### src/rtl/wkup_pkg.sv
package wkup_pkg;
  localparam int unsigned GRP_BITS = 8;
  localparam int unsigned FLD_BITS = 3;

  typedef enum logic [FLD_BITS-1:0] {
    FLD_MODE = 3'd0,
    FLD_POL  = 3'd1,
    FLD_ANY  = 3'd2,
    FLD_INEN = 3'd3,
    FLD_IEN  = 3'd4,
    FLD_PEND = 3'd5,
    FLD_CLR  = 3'd6,
    FLD_RSVD = 3'd7
  } fld_e;

  typedef struct packed {
    logic [GRP_BITS-1:0] mode;
    logic [GRP_BITS-1:0] pol;
    logic [GRP_BITS-1:0] any;
    logic [GRP_BITS-1:0] inen;
    logic [GRP_BITS-1:0] ien;
  } grp_cfg_t;
endpackage

### src/rtl/wkup_sync.sv
module wkup_sync #(
  parameter int unsigned W = 8
) (
  input  logic         clk_i,
  input  logic         rst_ni,
  input  logic [W-1:0] d_i,
  output logic [W-1:0] q_o
);
  logic [W-1:0] s1_q, s2_q;

  always_ff @(posedge clk_i or negedge rst_ni) begin
    if (!rst_ni) begin
      s1_q <= '0;
      s2_q <= '0;
    end else begin
      s1_q <= d_i;
      s2_q <= s1_q;
    end
  end

  assign q_o = s2_q;
endmodule

### src/rtl/wkup_group.sv
module wkup_group
  import wkup_pkg::*;
(
  input  logic                clk_i,
  input  logic                rst_ni,
  input  logic [GRP_BITS-1:0] smp_i,
  input  logic                wr_en_i,
  input  fld_e                fld_i,
  input  logic [GRP_BITS-1:0] wdata_i,
  output logic [GRP_BITS-1:0] rdata_o,
  output logic [GRP_BITS-1:0] req_o
);
  grp_cfg_t            cfg_q;
  logic [GRP_BITS-1:0] prev_q, pend_q, hit, det, clr_v;

  for (genvar b = 0; b < GRP_BITS; b++) begin : g_bit
    assign hit[b] = cfg_q.mode[b] ? (smp_i[b] ^ cfg_q.pol[b]) :
                    cfg_q.any[b]  ? (smp_i[b] ^ prev_q[b]) :
                    cfg_q.pol[b]  ? (prev_q[b] & ~smp_i[b]) :
                                    (smp_i[b] & ~prev_q[b]);
  end

  assign det   = hit & cfg_q.inen;
  assign clr_v = (wr_en_i && fld_i == FLD_CLR) ? wdata_i : '0;

  always_ff @(posedge clk_i or negedge rst_ni) begin
    if (!rst_ni) begin
      cfg_q  <= '0;
      prev_q <= '0;
      pend_q <= '0;
    end else begin
      prev_q <= smp_i;
      // detection overrides a clear of the same bit
      pend_q <= (pend_q & ~clr_v) | det;
      if (wr_en_i) begin
        case (fld_i)
          FLD_MODE: cfg_q.mode <= wdata_i;
          FLD_POL:  cfg_q.pol  <= wdata_i;
          FLD_ANY:  cfg_q.any  <= wdata_i;
          FLD_INEN: cfg_q.inen <= wdata_i;
          FLD_IEN:  cfg_q.ien  <= wdata_i;
          default: ;
        endcase
      end
    end
  end

  always_comb begin
    case (fld_i)
      FLD_MODE: rdata_o = cfg_q.mode;
      FLD_POL:  rdata_o = cfg_q.pol;
      FLD_ANY:  rdata_o = cfg_q.any;
      FLD_INEN: rdata_o = cfg_q.inen;
      FLD_IEN:  rdata_o = cfg_q.ien;
      FLD_PEND: rdata_o = pend_q;
      default:  rdata_o = '0;
    endcase
  end

  assign req_o = pend_q & cfg_q.ien;

  a_r6_set_needs_inen: assert property (@(posedge clk_i) disable iff (!rst_ni)
    1'b1 |=> ((pend_q & ~$past(pend_q) & ~$past(cfg_q.inen)) == '0));

  a_r8_clear_takes: assert property (@(posedge clk_i) disable iff (!rst_ni)
    1'b1 |=> ((pend_q & $past(clr_v) & ~$past(det)) == '0));

  a_r7_pend_sticky: assert property (@(posedge clk_i) disable iff (!rst_ni)
    1'b1 |=> ((~pend_q & $past(pend_q) & ~$past(clr_v)) == '0));

  a_r4_edge_needs_change: assert property (@(posedge clk_i) disable iff (!rst_ni)
    1'b1 |=> ((pend_q & ~$past(pend_q) & ~$past(cfg_q.mode)
               & ~($past(smp_i) ^ $past(prev_q))) == '0));
endmodule

### src/rtl/wkup_irq_merge.sv
module wkup_irq_merge #(
  parameter int unsigned                      N_GROUPS = 4,
  parameter int unsigned                      N_IRQ    = 2,
  parameter logic [N_IRQ*N_GROUPS-1:0]        IRQ_MASK = 8'h69
) (
  input  logic [N_GROUPS-1:0] grp_req_i,
  output logic [N_IRQ-1:0]    irq_o
);
  for (genvar k = 0; k < N_IRQ; k++) begin : g_irq
    assign irq_o[k] = |(grp_req_i & IRQ_MASK[k*N_GROUPS +: N_GROUPS]);
  end
endmodule

### src/rtl/wkup_ctrl.sv
module wkup_ctrl
  import wkup_pkg::*;
#(
  parameter int unsigned               N_GROUPS = 4,
  parameter int unsigned               N_IRQ    = 2,
  parameter logic [N_IRQ*N_GROUPS-1:0] IRQ_MASK = 8'h69,
  localparam int unsigned              GRP_AW   = (N_GROUPS > 1) ? $clog2(N_GROUPS) : 1,
  localparam int unsigned              ADDR_W   = GRP_AW + FLD_BITS,
  localparam int unsigned              IN_W     = N_GROUPS * GRP_BITS
) (
  input  logic                clk_i,
  input  logic                rst_ni,
  input  logic [IN_W-1:0]     wake_i,
  input  logic                reg_we_i,
  input  logic [ADDR_W-1:0]   reg_addr_i,
  input  logic [GRP_BITS-1:0] reg_wdata_i,
  output logic [GRP_BITS-1:0] reg_rdata_o,
  output logic [N_IRQ-1:0]    irq_o
);
  logic [IN_W-1:0]     smp;
  logic [GRP_AW-1:0]   grp_sel;
  fld_e                fld;
  logic [GRP_BITS-1:0] grp_rd  [N_GROUPS];
  logic [N_GROUPS-1:0] grp_req;

  assign grp_sel = reg_addr_i[ADDR_W-1:FLD_BITS];
  assign fld     = fld_e'(reg_addr_i[FLD_BITS-1:0]);

  wkup_sync #(.W(IN_W)) i_sync (
    .clk_i (clk_i),
    .rst_ni(rst_ni),
    .d_i   (wake_i),
    .q_o   (smp)
  );

  for (genvar g = 0; g < N_GROUPS; g++) begin : g_grp
    logic [GRP_BITS-1:0] req;

    wkup_group i_group (
      .clk_i  (clk_i),
      .rst_ni (rst_ni),
      .smp_i  (smp[g*GRP_BITS +: GRP_BITS]),
      .wr_en_i(reg_we_i && (int'(grp_sel) == g)),
      .fld_i  (fld),
      .wdata_i(reg_wdata_i),
      .rdata_o(grp_rd[g]),
      .req_o  (req)
    );

    assign grp_req[g] = |req;
  end

  always_comb begin
    reg_rdata_o = '0;
    if (int'(grp_sel) < N_GROUPS) reg_rdata_o = grp_rd[grp_sel];
  end

  wkup_irq_merge #(
    .N_GROUPS(N_GROUPS),
    .N_IRQ   (N_IRQ),
    .IRQ_MASK(IRQ_MASK)
  ) i_merge (
    .grp_req_i(grp_req),
    .irq_o    (irq_o)
  );

  a_r1_quiet_after_reset: assert property (@(posedge clk_i) disable iff (!rst_ni)
    !$past(rst_ni) |-> (irq_o == '0));
endmodule

### config.mk
export PLATFORM = sky130hd
export DESIGN_NAME = wkup_ctrl
export DESIGN_NICKNAME = d
export VERILOG_FILES = /design/src/rtl/wkup_pkg.sv /design/src/rtl/wkup_sync.sv /design/src/rtl/wkup_group.sv /design/src/rtl/wkup_irq_merge.sv /design/src/rtl/wkup_ctrl.sv
export SDC_FILE = /design/constraint.sdc
export NUM_CORES = 1
export LEC_CHECK = 0
export BUFFER_PORTS_ARGS = -buffer_cell sky130_fd_sc_hd__buf_4
export CAP_MARGIN = 40
export CORE_UTILIZATION = 60
export CTS_CLUSTER_SIZE = 24
export DETAILED_ROUTE_END_ITERATION = 7
export PLACE_DENSITY = 0.84
export SLEW_MARGIN = 10
export SYNTH_ARGS = -nofsm -noshare
export SYNTH_HDL_FRONTEND = slang
export SYNTH_SLANG_ARGS = --single-unit
### constraint.sdc
create_clock -name clk_i -period 4.45 [get_ports clk_i]
set_input_delay 0.6675 -clock clk_i [delete_from_list [all_inputs] [get_ports clk_i]]
set_output_delay 0.6675 -clock clk_i [all_outputs]
set_load 0.02 [all_outputs]
# Yosys cells after proc, flatten, opt, wreduce, memory -nomap -nowiden
# Cells that the tools add are included.
[word_totals]
out_inout_bits = 10
register_bits = 288
word_cells = 392
[classes]
n_bitwise = 213
n_lt_le_gt_ge = 1
reduce_logical = 32
mux = 107
n_eq_ne = 9
[op_table]
columns = ["operator", "count"]
rows = [
  ["$pmux 8 s6", 4],
  ["$and 8x8->8", 12],
  ["$mux 1", 96],
  ["$and 1x1->1", 64],
  ["$not 1->1", 64],
  ["$xor 1x1->1", 64],
  ["$mux 8", 6],
  ["$reduce_and 2->1", 20],
  ["$not 8->8", 4],
  ["$or 8x8->8", 4],
  ["$reduce_or 16->1", 2],
  ["$bmux 8 s2", 1],
  ["$eq 3x3->1 const B", 3],
  ["$logic_and 1x1->1", 8],
  ["$eq 3x2->1 const B", 2],
  ["$eq 2x2->1 const B", 2],
  ["$eq 3x1->1 const B", 1],
  ["$ge 3x3->1 const B", 1],
  ["$logic_not 3->1", 1],
  ["$not 2->3", 1],
  ["$eq 2x1->1 const B", 1],
  ["$logic_not 2->1", 1],
]

# Depth between registers and ports, before layout
# Gate-level depths: netlist (run 1).
[logic_depth]
word_depth = 7
ltp_mapped = 7

# By module
# A second synthesis (run 1) with hierarchy kept.
[unflattened]
cells_unflattened = 1141
hier_area_um2 = 14352.5
[by_module_without_submodules]
columns = ["module", "seq_area_each_um2", "area_each_um2", "cells_each", "n_inst"]
rows = [
  ["wkup_group", 1401.3, 3109.2, 262, 4],
  ["wkup_sync", 1601.5, 1601.5, 64, 1],
  ["wkup_ctrl", 0.0, 301.5, 27, 1],
  ["wkup_irq_merge", 0.0, 12.5, 2, 1],
]

# Worst setup path before layout (run 1)
# Ideal clock, no wire load.
[synth_timing]
path_kind = "in2out"
startpoint = "in reg_addr_i[0]"
endpoint = "out reg_rdata_o[3]"
arrival_time_ns = 2.161
setup_slack_ns = 1.622
n_path_buf = 2
cell_stages = 6
cell_sequence = "buf_4 > buf_4 > mux2i_1 > o21ai_0 > a221oi_1 > o41ai_1"
[synth_via]
elab_chain_len = 5
word_cells_on_any_way = 13
classes_between = "eq/ne: 5; mux: 7; reduce/logical: 1"
[synth_lines]
columns = ["element", "line", "text"]
rows = [
  ["start, declared", "wkup_ctrl.sv:15", "input logic [ADDR_W-1:0] reg_addr_i,"],
  ["$eq 3x3->1 (tied with other cells)", "wkup_group.sv:49", "case (fld_i)"],
  ["$pmux 8 s6", "wkup_group.sv:49", ""],
  ["$bmux 8 s2 *", "wkup_ctrl.sv:55", "if (int'(grp_sel) < N_GROUPS) reg_rdata_o = grp_rd[grp_sel];"],
  ["$mux 8 (implied by the code) * (2 in a row)", "wkup_ctrl.sv:55", ""],
  ["end, declared", "wkup_ctrl.sv:17", "output logic [GRP_BITS-1:0] reg_rdata_o,"],
]
# Mark *: on every way between the ends. The rest lies on a longest branch, timed or not. The select of a mux whose other input is x is not followed.

# Worst setup path after layout (run 1)
[layout_timing]
startpoint = "in reg_addr_i[2]"
endpoint = "out reg_rdata_o[5]"
# The elaborated chain is that of the path after synthesis.

==> out/qor.txt, run 1 <==
final core utilization = 0.695
total length of routed met2 wires = 15100 um
overall die area = 0.0239 sq mm
Total Routing Usage GR = 0.283
Setup Buffers After CTS = 0
total negative slack for setup checks = 0 ns
internal power contribution = 0.00558 W
via count of the first global-routing pass = 9593
commonest non-fill, non-tap cell in the layout = dfrtp_1
Tot Pwr = 0.00767 W
buffer type at the clock tree root = clkbuf_16
HPWL after DPL = 21900 um
antenna-violating nets left = 0
leading post-synthesis cells by cell area = dfrtp_1 52%, mux2_2 17%, ha_1 5.7%
DRC marker count from the first detailed-route iteration = 897
Clock H-tree levels = 1
pin count of the biggest net entering global routing = 130
worst endpoint required time = 3.78 ns
fmax = 275 MHz
fraction of final layout cells sized beyond drive strength 1 = 0.307
ratio of total power to cell area = 485 mW/mm^2
post-synth top area cell = dfrtp_1
Worst IR Drop VDD = 0.000513 V
clock latency at the later pin of the worst-skew pair = 0.56 ns
DR vias = 9467
total DRC errors in the routed layout = 0
post-synthesis cell count = 1126
Final Hold Fails = 0
met3 routed WL = 3140 um
Setup crit start kind = input port
CP arrival = 2.97 ns
post-CTS sizing = 0
Syn-to-layout area delta = 13.1%
number of antenna violations at the first check in global routing = 2
switching share of power = 0.273
filler instances = 1552
delay-heaviest family, CP = buffers and inverters
count of input and output buffers = 57
path depth of the worst reg2reg path = 6
detailed-routing wirelength on met1 = 13000 um
kind of critical path = in -> out
sequential area share after synthesis = 0.515
clock-pin slew on the worst setup and hold paths = 0.06 ns
routability congestion estimate = 0.937
Yosys cell types = 60
critical path buffer and inverter count = 3
Worst path most repeated cell = buf_4
clk_skew = 0.0215 ns
placeable core area = 0.0228 sq mm
part of the total power dissipated in sequential elements = 0.459
Design Area, Final = 0.0158 sq mm
class of the most critical hold timing path = in -> async
share of synthesized flip-flops with an asynchronous set or reset = 1.00
combinational group share of total power = 0.161
number of buffers on the longest clock path = 3
Cell Rows = 55
headroom to the max-slew limit = 0.301
Post-Syn Area = 0.0140 sq mm
dominant synthesized flop cell = dfrtp_1
status = complete, no violations
Clk network pwr share = 0.380
number of synthesized register bits = 288
crit path capture type = output port
routed vias/inst = 6.24
count of maximum capacitance violations = 0
width of the chip = 155 um
yosys synthesis warning count = 0
DRT Pass-1 Iters = 7
number of hold-repair buffers added at the cts stage = 0
share of the clock period used by the worst path = 0.818
commonest cells after routing, fill and taps aside = 288 x dfrtp_1, 208 x mux2_2, 112 x nand2_1, 79 x o21ai_0, 66 x inv_1
setup repair after global routing missed its margin = no
cell area after placement = 0.0146 sq mm
Ports = 58
height of the die = 155 um
transition time of the tightest slew-check pin = 1.05 ns
Routed WL per cell = 21.7 um
minimum period implied by the final worst setup slack = 3.64 ns
fin. max-slew vios = 0
clock buffers created by TritonCTS = 31
total length of routed wires = 32800 um
count of clock tree sinks = 288
Mapped Nets = 1238
crit-path max FO = 48
overall overflow remaining after global route = 0
average instance area after synthesis = 12.4 sq um
Top Metal Used = met4
Setup-failing EPs final = 0
number of enable-type register cells in the synthesized netlist = 0
number of nets at the end of the flow = 1290
stage delay of the slowest cell on the critical path = 0.56 ns
Initial Utilization = 0.614
net switching power = 0.00210 W
share of the synthesized area in the top cell type = 0.515
critical-path cell with the highest stage delay = buf_4
wire length of the first global-routing pass = 52100 um
CTS tree = built
cell-by-cell trace of the critical path = buf_4 -> buf_4 -> mux4_2 -> a221oi_1 -> nor2_1 -> a32o_1 -> buf_4
Stages on worst setup path = 7
leakage dissipation = 7.36 nW
==> path summary, 6_finish.rpt <==
path	slack, ns	start	end
worst max-delay path	0.81	reg_addr_i[2]	reg_rdata_o[5]
worst min-delay path	0.18	rst_ni	i_sync.q_o[18]
worst max register to register	2.83	i_sync.q_o[22]	g_grp[2].i_group.pend_q[6]
worst min register to register	0.33	i_sync.s1_q[9]	i_sync.q_o[9]
max in group asynchronous	3.28	rst_ni	i_sync.s1_q[22]
min in group clk_i	0.21	wake_i[4]	i_sync.s1_q[4]
==> Yosys cell counts (all sizes together), types with 5 or more instances <==
master / instances
mux2i: 26
xor2: 32
o21ai: 82
nor2b: 5
dfrtp: 288
nand2: 115
nor2: 26
nor3b: 5
mux2: 209
a221oi: 13
buf: 23
clkbuf: 24
mux4: 13
a22o: 40
ha: 64
nor3: 6
a21oi: 19
inv: 66
a22oi: 17
o221ai: 9
==> worst register-to-register path, cell delays in order, from the launching register on <==
cell     delay [ns]
dfrtp_1        0.41
inv_1          0.06
ha_1           0.17
mux2_2         0.25
o21ai_0        0.14
o21ai_0        0.20
a22o_1         0.29
==> power groups by stage <==
stage | Combinational, W | Sequential [W] | Clock, W
floorplan | 0.000903 | 0.00336 | 0
detailed placement | 0.00121 | 0.00355 | 0
finish | 0.00123 | 0.00352 | 0.00292
global route | 0.00135 | 0.00357 | 0.00306
CTS | 0.00123 | 0.00351 | 0.00295
global placement | 0.00116 | 0.00353 | 0
==> stage by stage <==
step,std cells,hold WS [ns],worst slack [ns]
after global routing,1515,0.200,0.710
after floorplan,1126,0.331,1.62
final,1516,0.180,0.809
after CTS,1515,0.202,0.853
after global placement,1458,0.333,0.884
after detailed placement,1458,0.335,0.882
==> sequential cells by signal, indices dropped and copies added, names as in the netlist <==
name / cells
g_grp.i_group.pend_q: 32
g_grp.i_group.prev_q: 32
i_sync.s1_q: 32
i_sync.q_o: 32
g_grp.i_group.cfg_q: 160
==> layout make-up <==
type	count	area (sq um)	area share
Antenna cell	1	2.50	0.000158
Clock buffer	42	887	0.0560
Clock inverter	15	295	0.0187
Inverter	66	248	0.0156
Multi-Input combinational cell	725	6280	0.397
Sequential cell	288	7210	0.455
Tap cell	313	392	0.0247
Timing Repair Buffer	66	515	0.0326
==> logic make-up after synthesis <==
family	count (synthesis)	share of synthesized area
muxes	248	0.208
buffers and inverters	113	0.0359
DFF	288	0.515
xor gates and xnor gates	32	0.0200
adders and majority gates	64	0.0572
and+or+nand+nor	174	0.0629
AOI/OAI and AO/OA	207	0.101
==> metal layers <==
layer | track usage | vias to the layer above
met5 | 0 | -
met4 | 0.140 | 0
met2 | 0.447 | 510
met1 | 0.364 | 4682
met3 | 0.0762 | 141
li1 | - | 4134
Note: power is estimated with default switching activity, not from simulation.
==> inputs of run 2 (changes only) <==
--- a/config.mk
+++ b/config.mk
@@ -7,10 +7,10 @@
 export LEC_CHECK = 0
 export BUFFER_PORTS_ARGS = -buffer_cell sky130_fd_sc_hd__buf_4
 export CAP_MARGIN = 40
-export CORE_UTILIZATION = 60
+export CORE_UTILIZATION = 56
 export CTS_CLUSTER_SIZE = 24
 export DETAILED_ROUTE_END_ITERATION = 7
-export PLACE_DENSITY = 0.84
+export PLACE_DENSITY = 0.82
 export SLEW_MARGIN = 10
 export SYNTH_ARGS = -nofsm -noshare
 export SYNTH_HDL_FRONTEND = slang
==> constraint.sdc (replaced) <==
create_clock -name clk_i -period 3.05 [get_ports clk_i]
set_input_delay 0.4575 -clock clk_i [delete_from_list [all_inputs] [get_ports clk_i]]
set_output_delay 0.4575 -clock clk_i [all_outputs]
set_load 0.02 [all_outputs]
==> run 2 against run 1 <==
Routed wire length up 6.6%; clock skew down 0.010 ns; count of clock-buffer cells in the layout increased by 5; worst hold slack worse by 0.17 ns; critical path depth shrank 3; final cell count up 4.0%; non-clock buffer count increased by 53.
==> out/qor.txt, run 2 (synthesis gave the netlist of run 1 again) <==
status = complete, no violations
Reg with most FFs = g_grp.i_group.cfg_q
final worst setup slack = 0.161 ns (-0.648 ns)
clock-pin slew on the worst setup and hold paths = 0.06 ns (about the same)
total DRC errors in the routed layout = 0 (unchanged)
worst hold start = wake_i[9]
class of the most critical hold timing path = in -> reg
Setup-failing EPs final = 0 (unchanged)
CTS tree = built
crit path capture type = output port
ratio of total power to cell area = 655 mW/mm^2 (+35%)
Worst IR Drop VDD = 0.000495 V (-3.5%)
clock buffers created by TritonCTS = 30 (-3.2%)
commonest cells after routing, fill and taps aside = 288 x dfrtp_1, 208 x mux2_2, 112 x nand2_1, 83 x buf_4, 79 x o21ai_0
HPWL after DPL = 23600 um (+7.5%)
critical path buffer and inverter count = 1 (-2)
clock latency at the later pin of the worst-skew pair = 0.56 ns (about the same)
stage delay of the slowest cell on the critical path = 0.53 ns (-0.03 ns)
via count of the first global-routing pass = 9867 (+2.9%)
final core utilization = 0.662 (-0.0330)
worst-case register-to-register setup slack = 1.46 ns (-1.37 ns)
delay-heaviest family, CP = compound AO/OA/AOI/OAI gates
terminating pin of the worst hold path = i_sync.s1_q[9]
cell area after placement = 0.0149 sq mm (+1.5%)
Total Routing Usage GR = 0.283 (-0.000365)
worst-case setup slack after placement = 0.253 ns (-0.629 ns)
cell-by-cell trace of the critical path = a22o_1 -> a221oi_1 -> nand4_1 -> buf_4
post-CTS sizing = 0 (unchanged)
Ports = 58 (unchanged)
number of nets at the end of the flow = 1342 (+4.0%)
routability congestion estimate = 0.953 (+1.7%)
overall overflow remaining after global route = 0 (unchanged)
Final Hold Fails = 0 (unchanged)
total negative slack for setup checks = 0 ns (unchanged)
CP arrival = 2.43 ns (-0.54 ns)
destination of the worst register-to-register timing path = g_grp[0].i_group.pend_q[5]
path depth of the worst reg2reg path = 6 (unchanged)
Syn-to-layout area delta = 15.4%
count of input and output buffers = 57 (unchanged)
origin of the critical flop-to-flop path = i_sync.q_o[5]
fmax = 346 MHz
transition time of the tightest slew-check pin = 0.756 ns (-0.293 ns)
Setup crit start kind = flop
width of the chip = 160 um (+3.5%)
critical-path cell with the highest stage delay = a221oi_1
height of the die = 160 um (+3.5%)
number of buffers on the longest clock path = 3 (unchanged)
antenna cells = 0 (-1)
sequential cell area = 0.00721 sq mm (unchanged)
max FFs per register = 160 (unchanged)
fraction of final layout cells sized beyond drive strength 1 = 0.306 (-0.000524)
total length of routed wires = 35000 um (+6.6%)
leakage dissipation = 7.51 nW (+2.1%)
Cell Rows = 57 (+3.6%)
DRC marker count from the first detailed-route iteration = 855 (-4.7%)
antenna-violating nets left = 0 (unchanged)
buffer type at the clock tree root = clkbuf_16
Clock H-tree levels = 1 (unchanged)
count of clock tree sinks = 288 (unchanged)
setup repair after global routing missed its margin = no
commonest non-fill, non-tap cell in the layout = dfrtp_1
pin count of the biggest net entering global routing = 88 (-32%)
minimum period implied by the final worst setup slack = 2.89 ns
fin. max-slew vios = 0 (unchanged)
share of the clock period used by the worst path = 0.947
count of maximum capacitance violations = 0 (unchanged)
routed vias/inst = 6.08 (-2.6%)
Tot Pwr = 0.0106 W (+38%)
headroom to the max-slew limit = 0.496 (+0.195)
overall die area = 0.0256 sq mm (+7.0%)
DR vias = 9589 (+1.3%)
wire length of the first global-routing pass = 55900 um (+7.3%)
worst endpoint required time = 2.59 ns (-1.19 ns)
Initial Utilization = 0.574 (-0.0406)
number of antenna violations at the first check in global routing = 0 (-2)
Routed WL per cell = 22.2 um (+2.5%)
DRT Pass-1 Iters = 5 (-2)
Design Area, Final = 0.0161 sq mm (+2.0%)
clk_skew = 0.0115 ns (-0.0100 ns)
placeable core area = 0.0244 sq mm (+7.1%)
multi-input logic area = 0.00628 sq mm (unchanged)
crit-path max FO = 3 (-94%)
filler instances = 1789 (+15%)
count of cells along the worst hold path = 1
kind of critical path = reg -> out
-- run 2: worst max-delay path by stage --
| stage | start | endpoint | slack (ns) | depth (start not counted) |
|---|---|---|---|---|
| finish | g_grp[1].i_group.cfg_q[5] | irq_o[1] | 0.16 | 4 |
| global route | reg_addr_i[2] | reg_rdata_o[7] | 0.05 | 7 |
| CTS | reg_addr_i[2] | reg_rdata_o[7] | 0.25 | 7 |
| detailed placement | reg_addr_i[2] | reg_rdata_o[7] | 0.25 | 7 |
| global placement | reg_addr_i[2] | reg_rdata_o[7] | 0.31 | 7 |
| floorplan | reg_addr_i[0] | reg_rdata_o[3] | 0.64 | 6 |
-- run 2: report_power, final --
group          internal (W)  switching, W
clock network       0.00211       0.00148
registers           0.00445      0.000680
logic               0.00102      0.000834
total               0.00758       0.00299
-- run 2: timing repair --
action	CTS	global route
buffers inserted	0	0
endpoints found under the hold margin	112	0
hold buffers	31	0
-- run 2: final cells by class --
type,count,area share
well taps,324,0.0251
inverters,66,0.0153
repair buffers,119,0.0637
multi-input cells,725,0.389
clock inverters,8,0.00418
clock buffers,47,0.0561
flip-flops and latches,288,0.446
-- run 2: per-stage QoR --
step / hold WS, ns / cells
finish: 0.0115 / 1577
global placement: 0.333 / 1491
floorplan: 0.162 / 1126
detailed placement: 0.336 / 1491
CTS: 0.00113 / 1577
global route: 0.00534 / 1577
-- run 2: routing by layer --
metal,global-route usage,vias to the layer above,wire [um]
li1,-,4232,-
met1,0.362,4850,13800
met2,0.479,398,17200
met3,0.0626,109,2750
met4,0.0905,0,1200
met5,0,-,0
==> inputs of run 3 (changes only) <==
--- a/config.mk
+++ b/config.mk
@@ -10,6 +10,7 @@
 export CORE_UTILIZATION = 56
 export CTS_CLUSTER_SIZE = 24
 export DETAILED_ROUTE_END_ITERATION = 7
+export GPL_TIMING_DRIVEN = 0
 export PLACE_DENSITY = 0.82
 export SLEW_MARGIN = 10
 export SYNTH_ARGS = -nofsm -noshare
==> run 3 against run 2 <==
Largest cell class unchanged; count of clock-buffer cells in the layout decreased by 1; non-clock buffer count increased by 13; routed wire length increased by 9.9%; sequential share of layout area decreased by 0.14 points; design area increased by 0.31%; sequential power about the same; global-route usage increased by 2.2 points; largest power group unchanged; utilization increased by 0.21 points; worst setup slack got worse by 0.15 ns; clock skew increased by 0.0029 ns; worst hold slack got worse by 0.0047 ns; via count increased by 3.1%.
==> out/qor.txt, run 3 (synthesis gave the netlist of run 1 again) <==
number of standard cells in the final layout excluding fillers = 1591 (+0.89%)
total DRC errors in the routed layout = 0 (unchanged)
Total Routing Usage GR = 0.305 (+0.0216)
clock latency at the later pin of the worst-skew pair = 0.56 ns (about the same)
antenna cells = 0 (unchanged)
Setup crit start kind = input port
Setup Buffers After CTS = 0 (unchanged)
width of the chip = 160 um (unchanged)
clock-pin slew on the worst setup and hold paths = 0.06 ns (about the same)
DR vias = 9890 (+3.1%)
combinational group share of total power = 0.174 (about the same)
leakage dissipation = 7.52 nW (+0.13%)
worst-case setup slack after placement = 0.0542 ns (-0.199 ns)
via count of the first global-routing pass = 10100 (+2.1%)
worst endpoint required time = 2.59 ns (about the same)
Syn-to-layout area delta = 15.7%
height of the die = 160 um (unchanged)
DRC marker count from the first detailed-route iteration = 930 (+8.8%)
ratio of total power to cell area = 669 mW/mm^2 (+2.2%)
headroom to the max-slew limit = 0.331 (-0.165)
part of the total power dissipated in sequential elements = 0.474 (-0.011)
buffer type at the clock tree root = clkbuf_16
clk_skew = 0.0144 ns (+0.00289 ns)
Clock H-tree levels = 1 (unchanged)
setup repair after global routing missed its margin = no
class of the most critical hold timing path = in -> reg
crit-path max FO = 10 (+7)
crit path capture type = output port
Initial Utilization = 0.574 (unchanged)
wire length of the first global-routing pass = 58700 um (+5.0%)
CTS tree = built
Tot Pwr = 0.0108 W (+2.5%)
switching share of power = 0.284 (+0.00122)
routability congestion estimate = 0.996 (+4.5%)
HPWL after DPL = 26000 um (+10%)
number of nets at the end of the flow = 1356 (+1.0%)
antenna-violating nets left = 0 (unchanged)
critical-path cell with the highest stage delay = nor3b_2
overall overflow remaining after global route = 0 (unchanged)
minimum period implied by the final worst setup slack = 3.03 ns (+0.145 ns)
stage delay of the slowest cell on the critical path = 0.74 ns (+0.21 ns)
filler instances = 1792 (+0.17%)
Reg with most FFs = g_grp.i_group.cfg_q
placeable core area = 0.0244 sq mm (unchanged)
fin. max-slew vios = 0 (unchanged)
net switching power = 0.00308 W (+2.9%)
Ports = 58 (unchanged)
sequential cell area = 0.00721 sq mm (unchanged)
overall die area = 0.0256 sq mm (unchanged)
worst hold start = wake_i[28]
internal power contribution = 0.00775 W (+2.3%)
Cell Rows = 57 (unchanged)
cell-by-cell trace of the critical path = buf_4 -> buf_4 -> nor3b_2 -> a32oi_1 -> o211ai_1 -> a21oi_1 -> o32ai_1 -> buf_4
final worst setup slack = 0.0157 ns (-0.145 ns)
kind of critical path = in -> out
worst-case register-to-register setup slack = 1.45 ns (about the same)
fmax = 330 MHz (-4.8%)
total negative slack for setup checks = 0 ns (unchanged)
launch point of the worst path = reg_addr_i[0]
max FFs per register = 160 (unchanged)
count of maximum capacitance violations = 0 (unchanged)
Final Hold Fails = 0 (unchanged)
Clk network pwr share = 0.352 (+0.013)
number of antenna violations at the first check in global routing = 0 (unchanged)
transition time of the tightest slew-check pin = 1.00 ns (+0.248 ns)
commonest cells after routing, fill and taps aside = 288 x dfrtp_1, 208 x mux2_2, 112 x nand2_1, 79 x o21ai_0, 66 x inv_1
multi-input logic area = 0.00630 sq mm (+0.20%)
fraction of final layout cells sized beyond drive strength 1 = 0.301 (-0.00496)
number of placed cells counting well taps = 1509 (+1.2%)
Worst path most repeated cell = buf_4
CP arrival = 2.58 ns (+0.15 ns)
total length of routed wires = 38500 um (+9.9%)
routed vias/inst = 6.22 (+2.2%)
count of input and output buffers = 57 (unchanged)
DRT Pass-1 Iters = 5 (unchanged)
status = complete, no violations
number of buffers on the longest clock path = 3 (unchanged)
Post-Route Hold Slack = 0.00682 ns (-0.00468 ns)
share of the clock period used by the worst path = 0.995 (+0.0476)
Routed WL per cell = 24.2 um (+9.0%)
count of clock tree sinks = 288 (unchanged)
Worst IR Drop VDD = 0.000475 V (-3.9%)
clock buffers created by TritonCTS = 31 (+3.3%)
Setup-failing EPs final = 0 (unchanged)
pin count of the biggest net entering global routing = 100 (+14%)
commonest non-fill, non-tap cell in the layout = dfrtp_1
origin of the critical flop-to-flop path = i_sync.q_o[1]
-- run 3: path summary, 6_finish.rpt --
kind / end / depth (start not counted)
setup / recovery: reg_rdata_o[1] / 8
hold / removal: i_sync.s1_q[28] / 1
setup reg to reg: g_grp[0].i_group.pend_q[1] / 6
hold reg to reg: i_sync.q_o[6] / 0
max in group asynchronous: g_grp[1].i_group.cfg_q[0] / 4
min in group asynchronous: i_sync.q_o[2] / 2
-- run 3: routing by layer --
metal	track usage	wire length, um	vias to the layer above
met1	0.387	14700	4988
li1	-	-	4271
met2	0.494	18200	500
met4	0.138	1960	0
met5	0	0	-
met3	0.0751	3600	131
-- run 3: what timing repair did --
action	4_1_cts	5_1_grt
hold buffers	24	2
gates resized for setup	0	2
endpoints found under the setup margin	0	1
hold endpoints to repair	119	2
-- run 3: layout make-up --
type / instances / area share
clock buffers: 46 / 0.0557
plain buffers: 47 / 0.0157
flip-flops and latches: 288 / 0.445
well taps: 324 / 0.0250
multi-input cells: 725 / 0.389
repair buffers: 85 / 0.0463
clock inverters: 10 / 0.00819
inverters: 66 / 0.0153
-- run 3: power groups by stage --
stage	combinational, W	sequential (W)	clock (W)
floorplan	0.00132	0.00490	0
global placement	0.00175	0.00513	0
detailed placement	0.00183	0.00516	0
CTS	0.00187	0.00511	0.00386
global route	0.00204	0.00519	0.00399
finish	0.00188	0.00513	0.00382
-- run 3: metrics by stage --
step	area, sq um	utilization
floorplan	14000	-
global placement	14800	0.608
detailed placement	14900	0.610
CTS	16200	0.663
global route	16200	0.664
finish	16200	0.664
-- run 3: worst max-delay path, delay by kind of cell --
family                 cells  cell delay [ns]
AND/OR/NAND/NOR            1             0.74
AO/OA/AOI/OAI              4             0.81
buffers and inverters      3             0.55
